## src/rtl/bpm_pkg.sv

```systemverilog
package bpm_pkg;
    typedef enum logic [1:0] {
        ST_IDLE   = 2'd0,
        ST_HELD   = 2'd1,
        ST_SETTLE = 2'd2,
        ST_REPLY  = 2'd3
    } bus_state_t;
endpackage

```

## src/rtl/bpm_sync.sv

```systemverilog
module bpm_sync #(
    parameter int W = 3
) (
    input  logic         clk,
    input  logic         rst_n,
    input  logic [W-1:0] d_async,
    output logic [W-1:0] d_sync
);
    logic [W-1:0] stage1;

    always_ff @(posedge clk) begin
        if (!rst_n) begin
            stage1 <= '0;
            d_sync <= '0;
        end else begin
            stage1 <= d_async;
            d_sync <= stage1;
        end
    end
endmodule

```

## src/rtl/bpm_addr_latch.sv

```systemverilog
module bpm_addr_latch #(
    parameter int ADDR_W   = 22,
    parameter int GRAN_LSB = 16,
    localparam int BOUND_W = ADDR_W - GRAN_LSB
) (
    input  logic               clk,
    input  logic               rst_n,
    input  logic               clr,
    input  logic               cap,
    input  logic [ADDR_W-1:0]  dal,
    input  logic               iop_in,
    input  logic [BOUND_W-1:0] bound,
    output logic [ADDR_W-1:0]  addr_q,
    output logic               iop_q,
    output logic               sel
);
    always_ff @(posedge clk) begin
        if (!rst_n || clr) begin
            addr_q <= '0;
            iop_q  <= 1'b0;
        end else if (cap) begin
            addr_q <= dal;
            iop_q  <= iop_in;
        end
    end

    // the window starts at bound * 64 KB; bound 0 lets everything through
    assign sel = !iop_q && (addr_q[ADDR_W-1:GRAN_LSB] >= bound);


    latch_hold_chk: assert property (@(posedge clk) disable iff (!rst_n)
        (!cap && !clr) |=> $stable(addr_q));
endmodule

```

## src/rtl/bpm_bank_dec.sv

```systemverilog
module bpm_bank_dec #(
    parameter int BANK_W = 2,
    localparam int NBANK = 1 << BANK_W
) (
    input  logic [BANK_W-1:0] bank,
    input  logic              a0,
    input  logic              active,
    input  logic              op_wr,
    input  logic              bw_q,
    output logic [NBANK-1:0]  ce_lo,
    output logic [NBANK-1:0]  ce_hi
);
    logic lo_en, hi_en;

    // reads and full-word writes take both halves; a byte write takes one
    assign lo_en = !op_wr || !bw_q || !a0;
    assign hi_en = !op_wr || !bw_q ||  a0;

    for (genvar b = 0; b < NBANK; b++) begin : g_bank
        assign ce_lo[b] = active && (bank == BANK_W'(b)) && lo_en;
        assign ce_hi[b] = active && (bank == BANK_W'(b)) && hi_en;
    end
endmodule

```

## src/rtl/bpm_fsm.sv

```systemverilog
module bpm_fsm
    import bpm_pkg::*;
#(
    parameter int REPLY_DLY = 3,
    localparam int CNT_W = (REPLY_DLY < 2) ? 1 : $clog2(REPLY_DLY + 1)
) (
    input  logic clk,
    input  logic rst_n,
    input  logic clr,
    input  logic sync_s,
    input  logic din_s,
    input  logic dout_s,
    input  logic sel,
    input  logic bytewr_in,
    output logic cap,
    output logic active,
    output logic op_wr,
    output logic bw_q,
    output logic reply
);
    bus_state_t state, nxt;
    logic [CNT_W-1:0] cnt;
    logic stb;

    assign stb = op_wr ? dout_s : din_s;

    always_comb begin
        nxt = state;
        unique case (state)
            ST_IDLE:   if (sync_s) nxt = ST_HELD;
            ST_HELD:   if (!sync_s) nxt = ST_IDLE;
                       else if (sel && (din_s || dout_s)) nxt = ST_SETTLE;
            ST_SETTLE: if (!sync_s) nxt = ST_IDLE;
                       else if (!stb) nxt = ST_HELD;
                       else if (cnt == CNT_W'(REPLY_DLY - 1)) nxt = ST_REPLY;
            ST_REPLY:  if (!sync_s) nxt = ST_IDLE;
                       else if (!stb) nxt = ST_HELD;
            default:   nxt = ST_IDLE;
        endcase
    end

    always_ff @(posedge clk) begin
        if (!rst_n || clr) begin
            state <= ST_IDLE;
            cnt   <= '0;
            op_wr <= 1'b0;
            bw_q  <= 1'b0;
        end else begin
            state <= nxt;
            cnt   <= (state == ST_SETTLE) ? cnt + 1'b1 : '0;
            if (state == ST_HELD && nxt == ST_SETTLE) begin
                op_wr <= dout_s;
                bw_q  <= bytewr_in;
            end
        end
    end

    always_comb begin
        cap    = (state == ST_IDLE) && sync_s;
        active = (state == ST_SETTLE) || (state == ST_REPLY);
        reply  = (state == ST_REPLY);
    end


    reply_after_enable_chk: assert property (@(posedge clk) disable iff (!rst_n)
        $rose(reply) |-> $past(active));


    reply_drops_chk: assert property (@(posedge clk) disable iff (!rst_n || clr)
        (reply && !stb) |=> !reply);
endmodule

```

## src/rtl/bpmem_slave.sv

```systemverilog
module bpmem_slave #(
    parameter int ADDR_W    = 22,
    parameter int DATA_W    = 16,
    parameter int BANK_W    = 2,
    parameter int GRAN_LSB  = 16,
    parameter int REPLY_DLY = 3,
    localparam int NBANK    = 1 << BANK_W,
    localparam int WADDR_W  = ADDR_W - BANK_W - 1,
    localparam int BOUND_W  = ADDR_W - GRAN_LSB
) (
    input  logic               clk,
    input  logic               rst_n,
    input  logic               bus_init,
    input  logic               bus_sync,
    input  logic               bus_din,
    input  logic               bus_dout,
    input  logic               bus_bytewr,
    input  logic               bus_iopage,
    input  logic [ADDR_W-1:0]  bus_dal,
    input  logic [BOUND_W-1:0] low_bound,
    output logic [DATA_W-1:0]  bus_rdata,
    output logic               bus_rdata_oe,
    output logic               bus_reply,
    output logic [WADDR_W-1:0] ram_addr,
    output logic [NBANK-1:0]   ram_ce_lo,
    output logic [NBANK-1:0]   ram_ce_hi,
    output logic               ram_we,
    output logic               ram_oe,
    output logic [DATA_W-1:0]  ram_wdata,
    input  logic [DATA_W-1:0]  ram_rdata
);
    logic [2:0]        strobes_s;
    logic              sync_s, din_s, dout_s;
    logic [ADDR_W-1:0] addr_q;
    logic              iop_q, sel, cap, active, op_wr, bw_q;

    bpm_sync #(.W(3)) u_sync (
        .clk     (clk),
        .rst_n   (rst_n),
        .d_async ({bus_sync, bus_din, bus_dout}),
        .d_sync  (strobes_s)
    );
    assign {sync_s, din_s, dout_s} = strobes_s;

    bpm_addr_latch #(.ADDR_W(ADDR_W), .GRAN_LSB(GRAN_LSB)) u_latch (
        .clk    (clk),
        .rst_n  (rst_n),
        .clr    (bus_init),
        .cap    (cap),
        .dal    (bus_dal),
        .iop_in (bus_iopage),
        .bound  (low_bound),
        .addr_q (addr_q),
        .iop_q  (iop_q),
        .sel    (sel)
    );

    bpm_fsm #(.REPLY_DLY(REPLY_DLY)) u_fsm (
        .clk       (clk),
        .rst_n     (rst_n),
        .clr       (bus_init),
        .sync_s    (sync_s),
        .din_s     (din_s),
        .dout_s    (dout_s),
        .sel       (sel),
        .bytewr_in (bus_bytewr),
        .cap       (cap),
        .active    (active),
        .op_wr     (op_wr),
        .bw_q      (bw_q),
        .reply     (bus_reply)
    );

    bpm_bank_dec #(.BANK_W(BANK_W)) u_dec (
        .bank   (addr_q[ADDR_W-1 -: BANK_W]),
        .a0     (addr_q[0]),
        .active (active),
        .op_wr  (op_wr),
        .bw_q   (bw_q),
        .ce_lo  (ram_ce_lo),
        .ce_hi  (ram_ce_hi)
    );

    assign ram_addr     = addr_q[WADDR_W:1];
    assign ram_we       = active && op_wr;
    assign ram_oe       = active && !op_wr;
    assign ram_wdata    = bus_dal[DATA_W-1:0];
    assign bus_rdata_oe = ram_oe;
    assign bus_rdata    = ram_oe ? ram_rdata : '0;


    iopage_quiet_chk: assert property (@(posedge clk) disable iff (!rst_n)
        iop_q |-> (ram_ce_lo == '0 && ram_ce_hi == '0 && !ram_we && !ram_oe && !bus_reply));


    one_bank_chk: assert property (@(posedge clk) disable iff (!rst_n)
        $onehot0(ram_ce_lo | ram_ce_hi));


    read_full_word_chk: assert property (@(posedge clk) disable iff (!rst_n)
        ram_oe |-> (ram_ce_lo == ram_ce_hi && ram_ce_lo != '0));


    we_oe_exclusive_chk: assert property (@(posedge clk) disable iff (!rst_n)
        !(ram_we && ram_oe));
endmodule

```

## config.mk

```make
export PLATFORM = sky130hd
export DESIGN_NAME = bpmem_slave
export DESIGN_NICKNAME = d
export VERILOG_FILES = /design/src/rtl/bpm_pkg.sv /design/src/rtl/bpm_sync.sv /design/src/rtl/bpm_addr_latch.sv /design/src/rtl/bpm_bank_dec.sv /design/src/rtl/bpm_fsm.sv /design/src/rtl/bpmem_slave.sv
export SDC_FILE = /design/constraint.sdc
export NUM_CORES = 1
export LEC_CHECK = 0
export ABC_AREA = 1
export BUFFER_PORTS_ARGS = -buffer_cell sky130_fd_sc_hd__buf_2
export CORE_AREA = 2 2 62 79
export CTS_CLUSTER_SIZE = 28
export DETAILED_ROUTE_END_ITERATION = 10
export DIE_AREA = 0 0 64 81
export GPL_TIMING_DRIVEN = 0
export HOLD_SLACK_MARGIN = 0.15
export PLACE_DENSITY = 0.87
export SYNTH_ARGS = -nofsm -noshare
export SYNTH_HDL_FRONTEND = slang
export SYNTH_HIERARCHICAL = 1
export SYNTH_SLANG_ARGS = --single-unit
```

## constraint.sdc

```tcl
create_clock -name clk -period 2.3 [get_ports clk]
set_clock_uncertainty 0.2 [all_clocks]
set_input_delay 0.115 -clock clk [delete_from_list [all_inputs] [get_ports clk]]
set_output_delay 0.115 -clock clk [all_outputs]
set_load 0.02 [all_outputs]
```

Word-level counts from Yosys, hierarchy flattened. Index checks and enable logic that the tools add are counted.

Input port bits: 52. Register bits: 35.

Reductions and logical operators: 32. Multiplexer cells: 11. Bitwise gates (word level): 1. $lt $le $gt $ge: 1. Eq/ne operators: 8. Add/sub/neg operators: 1.

Operators by type and width (number): logical AND 1 bit (18); 2-to-1 mux 16 bit (1); 2-to-1 mux 2 bit (8); equality test 2 bit (second input constant) (6); case mux 2 bit (4 select lines) (1); greater-or-equal comparator 6 bit (1); logical OR 1 bit (6); logical NOT 1 bit (5); equality test 2 x 1 -> 1 bit (second input constant) (2); logical NOT 2 bit (2); adder 2 x 1 -> 2 bit (second input constant) (1); OR reduction 2 bit (1); 2-to-1 mux 1 bit (1); NOT 1 bit (1).

Depth between registers and ports, before layout.
Depth after elaboration: 8. Mapped depth: 13.

Cells and area by module. The synthesis kept the hierarchy.

Modules (own cells, without submodules): bpm_addr_latch (sequential area each 460.4 um^2, instances 1, area each 974.7 um^2, cells an instance 130); bpm_fsm (sequential area each 120.1 um^2, instances 1, area each 322.8 um^2, cells an instance 48); bpmem_slave (sequential area each 0.0 um^2, instances 1, area each 312.8 um^2, cells an instance 55); bpm_sync (sequential area each 120.1 um^2, instances 1, area each 165.2 um^2, cells an instance 18); bpm_bank_dec (sequential area each 0.0 um^2, instances 1, area each 85.1 um^2, cells an instance 18).

Worst setup path after synthesis. No wires, ideal clock.

Path type: flip-flop to flip-flop. Start point: reg u_latch.addr_q[16]. End point: reg u_fsm.op_wr. Cell stages (with the launch flop): 14. Clock period less this slack: 1783 ps. Setup slack: 517 ps. Buffers on the path: 0. Data arrival time: 1467 ps. Cells stage by stage: dfxtp_1 > inv_1 > ha_1 > inv_1 > nand2_1 > nand2_1 > nand2_1 > nand2_1 > a21oi_1 > o21ai_1 > nor2_4 > inv_2 > nor2_1 > nor2_1.

Longest elaborated chain between the ends: 8.

Ends and longest elaborated chain: start: declaration (RTL line bpm_addr_latch.sv:13) `output logic [ADDR_W-1:0] addr_q,`; start signal: assignment (RTL line bpm_addr_latch.sv:22) `addr_q <= dal;`; greater-or-equal comparator 6 bit (RTL line bpm_addr_latch.sv:28) `assign sel = !iop_q && (addr_q[ADDR_W-1:GRAN_LSB] >= bound);`; logical AND 1 bit (RTL line bpm_addr_latch.sv:28); via sel (RTL line bpmem_slave.sv:35) `logic iop_q, sel, cap, active, op_wr, bw_q;`; logical AND 1 bit (RTL line bpm_fsm.sv:32) `else if (sel && (din_s || dout_s)) nxt = ST_SETTLE;`; 2-to-1 mux 2 bit (RTL line bpm_fsm.sv:32); 2-to-1 mux 2 bit (RTL line bpm_fsm.sv:31) `ST_HELD: if (!sync_s) nxt = ST_IDLE;`; case mux 2 bit (4 select lines) (RTL line bpm_fsm.sv:29) `unique case (state)`; equality test 2 bit (RTL line bpm_fsm.sv:51) `if (state == ST_HELD && nxt == ST_SETTLE) begin`; logical AND 1 bit (RTL line bpm_fsm.sv:51); end signal: assignment (RTL line bpm_fsm.sv:52) `op_wr <= dout_s;`; end: declaration (RTL line bpm_fsm.sv:17) `output logic op_wr,`.

The timed path passes the listed nets, and every way through them passes these cells. A chain may end at the register's enable or synchronous reset.

Final worst setup path.
Start point: reg u_fsm.state[1]. End point: out ram_oe.

Longest elaborated chain between the ends: 3. Elaborated cells between the ends (all ways): 4.

Ends and longest elaborated chain: start: declaration (RTL line bpm_fsm.sv:21) `bus_state_t state, nxt;`; start signal: assignment (RTL line bpm_fsm.sv:49) `state <= nxt;`; equality test 2 bit (RTL line bpm_fsm.sv:60) `active = (state == ST_SETTLE) || (state == ST_REPLY);`; logical OR 1 bit (*) (RTL line bpm_fsm.sv:60); via active (RTL line bpmem_slave.sv:35); logical AND 1 bit (*) (RTL line bpmem_slave.sv:86) `assign ram_oe = active && !op_wr;`; end: declaration (RTL line bpmem_slave.sv:28) `output logic ram_oe,`.

The timed path passes the listed nets; every way through them passes the cells marked *.

==> impl_metrics.yaml <==
run_status:
  status: "completed"
logic_synthesis:
  syn_nets: 328
  syn_avg_cell_area_um2: 6.92
  ys_seq_area_frac: 0.377
  ys_types: 21
  ys_ff_latch: 35
  syn-instance-count: 269
  syn-cell-area_um2: 1860
  yosys_warnings: 6
place:
  dp_hpwl_mm: 3.51
  place_inst: 443
  io_buffers: 114
  dp_slack_ns: 0.465
  globalplace.congestion: 0.794
  post_dp_cell_area_um2: 2510
floorplanning:
  io_pins: 115
  die_x_um: 64
  dieArea_um2: 5180
  core_um2: 4520
  fp.dieH_um: 81
  row_count: 28
  start_util: 0.412
clocking:
  cts-buffers-inserted: 5
  post-cts-setup-buffers: 0
  insertion_delay_ns: 0.28
  clockBufferDepth: 2
  cts_tree: "built"
  cts_max_level: 2
  clock-sinks: 35
  cts.clk_slew.worst_paths_ns: 0.07
  root_buffer: "clkbuf_8"
global_route:
  grt_first_pass_wirelength_mm: 8.34
  track_usage: 0.207
  grt_pass1_vias: 1961
  grt_max_degree: 11
  antenna_found_initial: 0
  gr-total-overflow: 0
finish:
  antenna_cells: 0
  area_growth_pct: 58.9
  final_cells: 486
  fin_util: 0.654
  finalNetCount: 484
  final_cell_mix: "116 x buf_2, 71 x nand2_1, 50 x inv_1"
  layout-drive-gt1-share: 0.390
  layout_commonest_cell: "buf_2"
  finalInstanceArea_um2: 2960
drt:
  wl_per_cell_um: 10.5
  vias: 2112
  viasPerCell: 4.35
  totalWireLength_mm: 5.12
  ant_nets: 0
  drc_errors: 0
  drt_iter0_markers: 44
  first_pass_iters: 4
power_and_ir_drop:
  powerDensity_nw_per_um2: 449
  ir_worst_vdd_mv: 0.567
  p_leak_nw: 1.66
  power_mw: 1.33
flow_run:
  maxCapViolations: 0
setup_path:
  r2r-start: "u_fsm/state[1]$_SDFF_PP0_"
  crit_path_top_delay_cell: "dfxtp_1"
  arrival_ns: 1.63
  critical_path_class: "reg2out"
  cp-start-kind: "flop"
  cp.required_ns: 1.99
  cp_slowest_stage_delay_ns: 0.42
  reg2reg_slack_ns: 0.40
  crit_chain: "clkbuf_1 > nand2_4 > buf_6 > inv_1 > buf_4 > buf_2"
  crit_path_max_fanout: 10
  reg2reg_to: "u_latch/addr_q[16]$_SDFFE_PP0P_"
  endpoint_kind: "output port"
  reg2regPathDepth: 7
sta:
  period_minus_slack_ns: 1.94
  fmax_mhz: 515
  rsz0062_at_grt: "no"
  finalSetupViolations: 0
  relSlewSlack: 0.773
  tightest_slew_ns: 0.341
  slew_viol_final: 0
  holdWs_ns: 0.211
  hold_viol: 0
  period_share: 0.845
  setup_ws_ns: 0.357
  setup_tns_ns: 0
worst_hold_path:
  min_to: "u_fsm/cnt[0]$_SDFF_PP0_"
  hold_depth: 1
  min-delay-start: "u_fsm/cnt[0]$_SDFF_PP0_"
  hp-class: "reg2reg"
[worst max-delay path, delay by kind of cell (launching register included)]
kind	cells	cell delay [ns]
and+or+nand+nor	1	0.12
buffers and inverters	5	0.80
DFF	1	0.42
[flip-flops by register name, indices dropped and copies added, names as in the netlist]
signal / count
u_fsm/bw_q: 1
u_sync/stage1: 3
u_fsm/cnt: 2
u_fsm/op_wr: 1
u_fsm/state: 2
u_sync/d_sync: 3
u_latch/addr_q: 22
u_latch/iop_q: 1
[how the worst max path moves through the flow]
stage | startpoint | endpoint
finish | u_fsm/state[1]$_SDFF_PP0_ | ram_oe
global route | u_latch/addr_q[21]$_SDFFE_PP0P_ | u_fsm/bw_q$_SDFFE_PP0P_
CTS | u_fsm/state[1]$_SDFF_PP0_ | ram_oe
detailed placement | u_latch/addr_q[21]$_SDFFE_PP0P_ | u_fsm/op_wr$_SDFFE_PP0P_
global placement | u_latch/addr_q[21]$_SDFFE_PP0P_ | u_fsm/bw_q$_SDFFE_PP0P_
floorplan | u_latch/addr_q[16]$_SDFFE_PP0P_ | u_fsm/op_wr$_SDFFE_PP0P_
[layer usage]
layer	part of all wire	GRT usage
met5	0	0
met2	0.52	0.406
met3	0.079	0.0526
met4	0.019	0.0935
met1	0.39	0.200
[cells in the mapped netlist]
cell,instances,area share
nand2_1,71,0.14
inv_1,50,0.10
dfxtp_1,35,0.38
nor2_1,26,0.052
a21oi_1,24,0.065
buf_4,20,0.081
nor2_2,9,0.030
ha_1,7,0.047
nand3_1,7,0.019
nor2_4,4,0.024
inv_2,3,0.0061
buf_2,2,0.0054
buf_6,2,0.012
o21ai_0,2,0.0054
a211oi_2,1,0.0067
a21boi_2,1,0.0061
clkbuf_1,1,0.0020
nand2_2,1,0.0034
nand2_4,1,0.0061
nand3_2,1,0.0054
o21ai_1,1,0.0027
[final cells by class]
class	instances	area, um2
repair buffers	149	921
plain buffers	25	186
flip-flops and latches	35	701
inverters	53	199
multi-input cells	156	774
fillers	367	1560
well taps	60	75.1
clock buffers	8	100
[cell families (layout without fill, tap and decap cells)]
group / after synthesis / after routing / share of synthesized area
simple gates: 120 / 120 / 0.284
buf+inv: 78 / 235 / 0.207
fa+ha+maj: 7 / 7 / 0.0471
flops: 35 / 35 / 0.377
compound gates: 29 / 29 / 0.0854
[where the power goes]
| group | total (mW) | internal, mW | switching, mW |
|---|---|---|---|
| registers | 0.623 | 0.617 | 0.00619 |
| logic | 0.225 | 0.119 | 0.106 |
| clock network | 0.480 | 0.273 | 0.207 |
| total | 1.33 | 1.01 | 0.319 |
[what timing repair did]
| action | 4_1_cts | 5_1_grt |
|---|---|---|
| endpoints found under the hold margin | 35 | 0 |
| resized for setup | 0 | 0 |
| hold buffers | 35 | 0 |
No activity file was read; power rests on OpenSTA's default activity.
